==> src/rtl/adc_rdout_pkg.sv <==
package adc_rdout_pkg;

    typedef enum logic [1:0] {
        ST_IDLE  = 2'd0,
        ST_FRAME = 2'd1,
        ST_ACQ   = 2'd2
    } rd_state_e;

endpackage

==> src/rtl/adc_sclk_gen.sv <==
module adc_sclk_gen #(
    parameter int DIV_W = 8
) (
    input  logic             clk,
    input  logic             rst_n,
    input  logic             run_i,
    input  logic [DIV_W-1:0] half_i,
    output logic             sclk_o,
    output logic             rise_o,
    output logic             fall_o
);

    typedef struct packed {
        logic [DIV_W-1:0] cnt;
        logic             sclk;
    } gen_t;

    gen_t gen_d, gen_q;
    logic wrap;

    always_comb begin
        gen_d = gen_q;
        wrap  = run_i && (gen_q.cnt == half_i - 1'b1);
        if (!run_i) begin
            gen_d.cnt  = '0;
            gen_d.sclk = 1'b0;
        end else if (wrap) begin
            gen_d.cnt  = '0;
            gen_d.sclk = ~gen_q.sclk;
        end else begin
            gen_d.cnt = gen_q.cnt + 1'b1;
        end
    end

    always_ff @(posedge clk) begin
        if (!rst_n) gen_q <= '0;
        else        gen_q <= gen_d;
    end

    assign sclk_o = gen_q.sclk;
    assign rise_o = wrap && !gen_q.sclk;
    assign fall_o = wrap && gen_q.sclk;

endmodule

==> src/rtl/adc_shift_in.sv <==
module adc_shift_in #(
    parameter int DATA_W    = 12,
    parameter int FRAME_CYC = 14
) (
    input  logic              clk,
    input  logic              rst_n,
    input  logic              take_i,
    input  logic              bit_i,
    output logic [DATA_W-1:0] data_o,
    output logic              bad_o
);

    localparam int TRAIL_W = FRAME_CYC - 1 - DATA_W;

    logic [FRAME_CYC-1:0] sh_d, sh_q;

    always_comb begin
        sh_d = sh_q;
        if (take_i) sh_d = {sh_q[FRAME_CYC-2:0], bit_i};
    end

    always_ff @(posedge clk) begin
        if (!rst_n) sh_q <= '0;
        else        sh_q <= sh_d;
    end

    assign data_o = sh_q[FRAME_CYC-2 -: DATA_W];

    generate
        if (TRAIL_W > 0) begin : g_trail
            assign bad_o = sh_q[FRAME_CYC-1] | (|sh_q[TRAIL_W-1:0]);
        end else begin : g_lead_only
            assign bad_o = sh_q[FRAME_CYC-1];
        end
    endgenerate

endmodule

==> src/rtl/adc_rdout_ctrl.sv <==
module adc_rdout_ctrl
    import adc_rdout_pkg::*;
#(
    parameter int DATA_W    = 12,
    parameter int FRAME_CYC = 14,
    parameter int DIV_W     = 8,
    parameter int ACQ_W     = 8,
    parameter int ACQ_MIN   = 4
) (
    input  logic              clk,
    input  logic              rst_n,
    input  logic              start_i,
    input  logic              freerun_i,
    input  logic [DIV_W-1:0]  div_i,
    input  logic [ACQ_W-1:0]  acq_i,
    output logic              cs_n_o,
    output logic              sclk_o,
    input  logic              sdo_i,
    output logic              smp_valid_o,
    output logic [DATA_W-1:0] smp_data_o,
    output logic              smp_stale_o,
    output logic              smp_ferr_o,
    output logic              smp_seq_o
);

    localparam int BIT_W = $clog2(FRAME_CYC);
    localparam int LEN_W = ACQ_W + DIV_W + 1;

    typedef struct packed {
        rd_state_e         st;
        logic [BIT_W-1:0]  bcnt;
        logic [LEN_W-1:0]  acnt;
        logic [LEN_W-1:0]  alen;
        logic [DIV_W-1:0]  half;
        logic              pend;
        logic              first;
        logic              valid;
        logic [DATA_W-1:0] data;
        logic              stale;
        logic              ferr;
        logic              seq;
    } ctl_t;

    ctl_t ctl_d, ctl_q;

    logic              run, rise, fall, bad;
    logic [DATA_W-1:0] sh_data;
    logic [DIV_W-1:0]  half_new;
    logic [LEN_W-1:0]  len_raw, len_new;
    logic              go;

    assign run = (ctl_q.st == ST_FRAME);

    adc_sclk_gen #(.DIV_W(DIV_W)) u_sclk (
        .clk    (clk),
        .rst_n  (rst_n),
        .run_i  (run),
        .half_i (ctl_q.half),
        .sclk_o (sclk_o),
        .rise_o (rise),
        .fall_o (fall)
    );

    adc_shift_in #(.DATA_W(DATA_W), .FRAME_CYC(FRAME_CYC)) u_shift (
        .clk    (clk),
        .rst_n  (rst_n),
        .take_i (rise),
        .bit_i  (sdo_i),
        .data_o (sh_data),
        .bad_o  (bad)
    );

    // Timing for the next frame and gap, taken from the inputs at launch.
    always_comb begin
        half_new = (div_i == '0) ? DIV_W'(1) : div_i;
        len_raw  = LEN_W'(acq_i) * LEN_W'(half_new) * LEN_W'(2);
        len_new  = (len_raw < LEN_W'(ACQ_MIN)) ? LEN_W'(ACQ_MIN) : len_raw;
        if (len_new == '0) len_new = LEN_W'(1);
    end

    always_comb begin
        ctl_d       = ctl_q;
        ctl_d.valid = 1'b0;
        go          = 1'b0;
        case (ctl_q.st)
            ST_IDLE: go = start_i | freerun_i;
            ST_FRAME: begin
                if (start_i) ctl_d.pend = 1'b1;
                if (fall && ctl_q.bcnt == BIT_W'(FRAME_CYC - 1)) begin
                    ctl_d.st    = ST_ACQ;
                    ctl_d.acnt  = '0;
                    ctl_d.valid = 1'b1;
                    ctl_d.data  = sh_data;
                    ctl_d.ferr  = bad;
                    ctl_d.stale = ctl_q.first;
                    ctl_d.seq   = ~ctl_q.seq;
                end else if (fall) begin
                    ctl_d.bcnt = ctl_q.bcnt + 1'b1;
                end
            end
            ST_ACQ: begin
                if (start_i) ctl_d.pend = 1'b1;
                if (ctl_q.acnt == ctl_q.alen - 1'b1) begin
                    if (freerun_i || ctl_d.pend) go = 1'b1;
                    else                         ctl_d.st = ST_IDLE;
                end else begin
                    ctl_d.acnt = ctl_q.acnt + 1'b1;
                end
            end
            default: ctl_d.st = ST_IDLE;
        endcase
        if (go) begin
            ctl_d.st    = ST_FRAME;
            ctl_d.bcnt  = '0;
            ctl_d.half  = half_new;
            ctl_d.alen  = len_new;
            ctl_d.pend  = 1'b0;
            ctl_d.first = (ctl_q.st == ST_IDLE);
        end
    end

    always_ff @(posedge clk) begin
        if (!rst_n) ctl_q <= '0;
        else        ctl_q <= ctl_d;
    end

    assign cs_n_o      = (ctl_q.st != ST_FRAME);
    assign smp_valid_o = ctl_q.valid;
    assign smp_data_o  = ctl_q.data;
    assign smp_stale_o = ctl_q.stale;
    assign smp_ferr_o  = ctl_q.ferr;
    assign smp_seq_o   = ctl_q.seq;

endmodule

==> config.mk <==
export PLATFORM = sky130hd
export DESIGN_NAME = adc_rdout_ctrl
export DESIGN_NICKNAME = d
export VERILOG_FILES = /design/src/rtl/adc_rdout_pkg.sv /design/src/rtl/adc_sclk_gen.sv /design/src/rtl/adc_shift_in.sv /design/src/rtl/adc_rdout_ctrl.sv
export SDC_FILE = /design/constraint.sdc
export NUM_CORES = 1
export LEC_CHECK = 0
export CAP_MARGIN = 10
export CORE_MARGIN = 8
export CORE_UTILIZATION = 57
export CTS_CLUSTER_SIZE = 14
export DETAILED_ROUTE_END_ITERATION = 16
export GPL_TIMING_DRIVEN = 0
export PLACE_DENSITY = 0.76
export SYNTH_ARGS = -nofsm -noshare
export SYNTH_HDL_FRONTEND = slang
export SYNTH_HIERARCHICAL = 1
export SYNTH_SLANG_ARGS = --single-unit
==> constraint.sdc <==
create_clock -name clk -period 10.1 [get_ports clk]
set_input_delay 2.02 -clock clk [delete_from_list [all_inputs] [get_ports clk]]
set_output_delay 2.02 -clock clk [all_outputs]
set_load 0.01 [all_outputs]
==> flow_summary_export.csv, run 1 <==
group,metric,value,unit
critical_path,critical_path_class,"primary input to flip-flop",
cts,clkSinkCount,89,
grt,antenna_found_initial,0,
sta,period_share,0.717,
drt,vias,6108,
synth,synth_area,7080,µm²
worst_hold_path,min_from,"smp_data_o[2]",
synth,synth_seq_area_share,0.252,
worst_hold_path,worstHoldPathCells,2,
finish,stdcell_count,1067,
cts,cts_buffers,9,
finish,antenna_cells,0,
synth,synth_cells,851,
critical_path,cp-end-kind,"flip-flop",
sta,skew,0.00792,ns
synth,synth_edf_count,0,
grt,overflow,0,
drt,post-route-drc-count,0,
grt,groute.usage.overall,0.207,
floorplan,rows,40,
pwr,powerDensity,172,nW/µm²
critical_path,crit_path_start_kind,"primary input",
place,port_buffers,32,
finish,drive_gt1_frac,0.0690,
place,gp_congestion,0.873,
finish,area_growth,11.7,%
drt,final_antenna_net_count,0,
sta,period_minus_slack,7.25,ns
cts,h-tree-depth,3,
cts,cts_root_buf,"clkbuf_16",
pwr,p_leak,3.24,nW
sta,relSlewSlack,0.370,
grt,gr-usage-met3,0.0424,
cts,cts_setup_buffers,0,
critical_path,crit_required,10.29,ns
drt,routed_wirelength,16400,µm
synth,syn_avg_cell_area,8.32,µm²
critical_path,crit_start,"div_i[1]",
synth,synth_cell_types,75,
finish,fillCellCount,1014,
drt,dr.pass1.iters,5,
floorplan,dieArea,16200,µm²
grt,top_usage_layer,"met2",
run,cap_violations,0,
finish,nNetsFinal,997,
sta,max_freq,138,MHz
finish,multi_input_area,4720,µm²
synth,yosys_warnings,6,
drt,vias_per_cell,5.72,
critical_path,arrival,7.43,ns
grt,use_met2,0.357,
drt,wire_per_inst,15.3,µm
critical_path,rr_worst_depth,14,
cts,cts_tree,"built",
floorplan,pin_count,39,
cts,cts.clk_slew.worst_paths,0.06,ns
worst_hold_path,hp-class,"flip-flop to flip-flop",
sta,finalSetupViolations,0,
floorplan,dieHeight,127,µm
synth,async_flop_share,0,
cts,clock_latency,0.34,ns
critical_path,reg2reg_from,"ctl_q[18]",
cts,holdBufCountCts,0,
sta,worst_pin_slew,0.944,ns
grt,grt_max_degree,17,
drt,drt_iter0_drc,451,
floorplan,die_x,127,µm
cts,post_cts_resized,0,
grt,grt_pass1_vias,6100,
synth,syn_nets,954,
finish,fin_util,0.656,
cts,clk_path_buf_depth,2,
place,dp.cells,1051,
sta,hold_viol,0,
synth,ys_ff_latch,89,
place,dp_hpwl,12700,µm
synth,synth_ff_type,"dfxtp_1",
sta,slew_viol_final,0,
floorplan,coreArea,12100,µm²
grt,grt_pass1_wl,28300,µm
pwr,ir_drop,119,µV
floorplan,initial_utilization,0.587,
critical_path,cp_max_fo,10,
grt,gr-usage-met1,0.253,
sta,fin_tns_setup,0,ns
finish,ff_latch_area,1780,µm²
run_status,outcome,"completed",
sta,rsz0062_at_grt,"no",
==> final cells by class <==
type,count,area share
plain buffers,59,0.0427
clock buffers,11,0.0319
clock inverters,5,0.00569
inverters,66,0.0313
multi-input cells,637,0.596
flip-flops and latches,89,0.225
well taps,168,0.0266
repair buffers,32,0.0405
==> worst max-delay path: stages <==
cell and delay, ns:
clkdlybuf4s50_1 0.75, nor3_1 0.11, a21oi_1 0.77, nand2b_1 0.22, fa_1 0.44, fa_1 0.47, fa_1 0.55, inv_1 0.04
ha_1 0.36, o21a_1 0.15, a2111oi_0 0.43, a211oi_1 0.14, or3_1 0.40, a22oi_1 0.20, nand3_1 0.11, nand3_1 0.16
o32ai_1 0.11
==> worst paths after layout <==
kind | slack (ns) | endpoint
worst min-delay path | 0.45 | smp_data_o[2]
worst max register to register | 6.07 | ctl_q[58]
worst min register to register | 0.45 | smp_data_o[2]
worst max-delay path | 2.85 | ctl_q[27]
==> flip-flops by register name, summed over array words and instances (netlist names) <==
| signal | cells |
|---|---|
| smp_stale_o | 1 |
| u_sclk/sclk_o | 1 |
| smp_data_o | 12 |
| smp_ferr_o | 1 |
| smp_valid_o | 1 |
| ctl_q | 50 |
| smp_seq_o | 1 |
| u_shift/sh_q | 14 |
| u_sclk/gen_q | 8 |
==> metrics by stage <==
stage | setup WS [ns] | cell area [µm²] | hold WS, ns | power [mW]
3_3_place_gp | 2.61 | 7610 | 0.446 | 1.01
4_1_cts | 2.90 | 7910 | 0.457 | 1.36
5_1_grt | 2.46 | 7910 | 0.484 | 1.47
6_report | 2.85 | 7910 | 0.455 | 1.36
3_5_place_dp | 2.55 | 7610 | 0.448 | 1.03
2_1_floorplan | 3.67 | 7080 | 0.428 | 0.902
==> power by group <==
part / switching [mW] / internal [mW] / leakage, nW
logic: 0.361 / 0.269 / 2.37
registers: 0.0314 / 0.373 / 0.722
clock network: 0.145 / 0.184 / 0.145
==> routing by layer <==
layer | share of wire | vias to the layer above
li1 | - | 3010
met1 | 0.45 | 2927
met2 | 0.49 | 148
met3 | 0.046 | 23
met4 | 0.017 | 0
met5 | 0 | -
==> layout by cell type, fill, tap and decap left out, types with 4 or more instances in the layout <==
master and count:
or4_1 5, ha_1 46, dfxtp_1 89, clkdlybuf4s50_1 32
o21a_1 5, a21oi_1 55, o2111ai_1 4, a211oi_1 7
o31ai_1 4, nor4_1 5, nor2b_1 22, clkbuf_1 30
a41o_1 5, a31oi_1 8, and3_1 13, nor3_1 23
xor2_1 15, nor2_1 37, or3_1 7, inv_1 66
o21ai_0 31, nand4_1 14, xnor2_1 31, buf_4 24
nand2b_1 11, fa_1 36, and2_1 50, mux2i_1 24
clkbuf_16 9, nand3_1 40, nand2_1 81
==> cells by family (layout without fill, tap and decap cells) <==
logic type                 after synthesis  after routing  share of synthesized area
buffers and inverters                  125            173                     0.0827
xor gates and xnor gates                46             46                     0.0569
adders and majority gates               82             82                      0.183
muxes                                   25             25                     0.0355
AOI/OAI and AO/OA                      158            158                      0.146
and+or+nand+nor                        326            326                      0.244
DFF                                     89             89                      0.252
==> Yosys cell counts, types with 4 or more instances <==
| library cell | number | area (µm²) |
|---|---|---|
| ha_1 | 46 | 576 |
| dfxtp_1 | 89 | 1780 |
| a31oi_1 | 8 | 50.1 |
| xor2_1 | 15 | 131 |
| nand2b_1 | 11 | 68.8 |
| o31ai_1 | 4 | 30.0 |
| and3_1 | 13 | 81.3 |
| nor3_1 | 23 | 115 |
| nand3_1 | 40 | 200 |
| nor4_1 | 5 | 31.3 |
| buf_4 | 24 | 180 |
| nand2_1 | 81 | 304 |
| o21a_1 | 5 | 37.5 |
| nand4_1 | 14 | 87.6 |
| or3_1 | 7 | 43.8 |
| and2_1 | 50 | 313 |
| fa_1 | 36 | 721 |
| inv_1 | 66 | 248 |
| mux2i_1 | 24 | 240 |
| o2111ai_1 | 4 | 35.0 |
| a21oi_1 | 55 | 275 |
| xnor2_1 | 31 | 272 |
| nor2b_1 | 22 | 138 |
| a41o_1 | 5 | 50.1 |
| or4_1 | 5 | 37.5 |
| nor2_1 | 37 | 139 |
| o21ai_0 | 31 | 155 |
| a211oi_1 | 7 | 52.6 |
| clkbuf_1 | 30 | 113 |
(Power assumes the default switching activity.)
==> inputs of run 2 (changes only) <==
==> constraint.sdc (replaced) <==
create_clock -name clk -period 6.95 [get_ports clk]
set_input_delay 1.39 -clock clk [delete_from_list [all_inputs] [get_ports clk]]
set_output_delay 1.39 -clock clk [all_outputs]
set_load 0.01 [all_outputs]
==> run 2 against run 1 <==
Against the previous run:
- wire length barely moved
- hold slack did not move
- clock-buffer cell count did not move
- non-clock buffer count did not move
- combinational power rose by 45%
- clock skew fell by 0.00068 ns
- sequential cell count did not move
- die area did not move
- critical path type unchanged
==> flow_summary_export.csv, run 2 (synthesis gave the netlist of run 1 again) <==
group,metric,value,unit
finish,fillCellCount,1015,
place,port_buffers,32,
critical_path,cp-end-kind,"flip-flop",
place,gp_congestion,0.873,
critical_path,crit_path_start_kind,"primary input",
place,dp_hpwl,12700,µm
place,placed_cell_area,7610,µm²
cts,post_cts_resized,0,
floorplan,die_x,127,µm
run,cap_violations,0,
finish,layout_commonest_cell,"dfxtp_1",
floorplan,coreArea,12100,µm²
drt,final_antenna_net_count,0,
finish,design_area,7920,µm²
cts,cts_setup_buffers,0,
critical_path,reg2reg_from,"ctl_q[18]",
sta,relSlewSlack,0.359,
sta,hold_viol,0,
sta,finalSetupViolations,0,
cts,cts.clk_slew.worst_paths,0.06,ns
critical_path,critical_path_class,"primary input to flip-flop",
finish,drive_gt1_frac,0.0701,
drt,wire_per_inst,15.3,µm
floorplan,pin_count,39,
grt,gr-usage-met1,0.253,
critical_path,crit_required,7.23,ns
sta,worst_pin_slew,0.957,ns
finish,multi_input_area,4720,µm²
floorplan,dieArea,16200,µm²
finish,area_growth,11.7,%
floorplan,dieHeight,127,µm
finish,top_register,"ctl_q",
pwr,powerDensity,250,nW/µm²
cts,cts_buffers,9,
pwr,p_total,1.98,mW
sta,period_minus_slack,6.34,ns
drt,vias,6103,
grt,use_met2,0.357,
sta,slew_viol_final,0,
finish,antenna_cells,0,
drt,routed_wirelength,16400,µm
finish,largest_reg_flops,50,
run_status,outcome,"completed",
grt,grt_pass1_wl,28300,µm
sta,skew,0.00725,ns
drt,dr.pass1.iters,4,
sta,max_freq,158,MHz
grt,gr-usage-met3,0.0424,
finish,layout_common_cells,"89 x dfxtp_1, 81 x nand2_1, 66 x inv_1",
pwr,p_leak,3.24,nW
finish,ff_latch_area,1780,µm²
cts,clk_path_buf_depth,2,
grt,overflow,0,
critical_path,cp_max_fo,10,
cts,clkSinkCount,89,
sta,fin_tns_setup,0,ns
worst_hold_path,hp-class,"flip-flop to flip-flop",
grt,top_usage_layer,"met2",
floorplan,rows,40,
drt,post-route-drc-count,0,
floorplan,initial_utilization,0.587,
cts,clock_latency,0.34,ns
sta,whs,0.455,ns
finish,nNetsFinal,997,
critical_path,arrival,6.62,ns
drt,drt_iter0_drc,426,
cts,holdBufCountCts,0,
sta,rsz0062_at_grt,"no",
cts,cts_tree,"built",
grt,grt_max_degree,17,
sta,period_share,0.912,
cts,h-tree-depth,3,
finish,fin_util,0.656,
worst_hold_path,min_from,"smp_data_o[2]",
grt,grt_pass1_vias,6100,
grt,groute.usage.overall,0.207,
cts,cts_root_buf,"clkbuf_16",
critical_path,crit_start,"div_i[1]",
drt,vias_per_cell,5.72,
pwr,ir_drop,172,µV
grt,antenna_found_initial,0,
## run 2: cell type report
| type | count | share of cell area |
|---|---|---|
| Buffer | 59 | 0.0427 |
| Clock buffer | 11 | 0.0319 |
| Clock inverter | 5 | 0.00569 |
| Inverter | 66 | 0.0313 |
| Multi-Input combinational cell | 637 | 0.596 |
| Sequential cell | 89 | 0.225 |
| Tap cell | 168 | 0.0266 |
| Timing Repair Buffer | 32 | 0.0405 |
## run 2: final timing paths
check | end | slack [ns] | cells past startpoint
setup / recovery | ctl_q[28] | 0.61 | 17
hold / removal | smp_data_o[2] | 0.45 | 2
setup reg to reg | ctl_q[58] | 2.90 | 14
hold reg to reg | smp_data_o[2] | 0.45 | 2
## run 2: critical path: stages
cell and delay [ns]:
clkdlybuf4s50_1 0.73, nor3_1 0.15, a21oi_2 0.50, nand2b_1 0.20, fa_1 0.44, fa_1 0.47
fa_1 0.55, inv_1 0.04, ha_1 0.36, o21a_1 0.15, a2111oi_0 0.43, a211oi_1 0.14
or3_1 0.40, a22oi_1 0.20, nand3_1 0.11, nand3_1 0.16, o221a_2 0.20
## run 2: report_power, final
group | switching [mW] | leakage, nW | internal, mW
Sequential | 0.0458 | 0.722 | 0.542
Clock | 0.211 | 0.145 | 0.268
Combinational | 0.524 | 2.37 | 0.391
## run 2: stage by stage
stage,std cells,setup WS [ns]
floorplan,851,1.15
global placement,1051,0.0906
finish,1067,0.613
CTS,1067,0.383
global route,1067,0.236
detailed placement,1051,0.0328
## run 2: layer usage
metal | part of all wire | wire length (µm)
met1 | 0.45 | 7390
met4 | 0.018 | 293
met5 | 0 | 0
met3 | 0.043 | 705
met2 | 0.49 | 7990
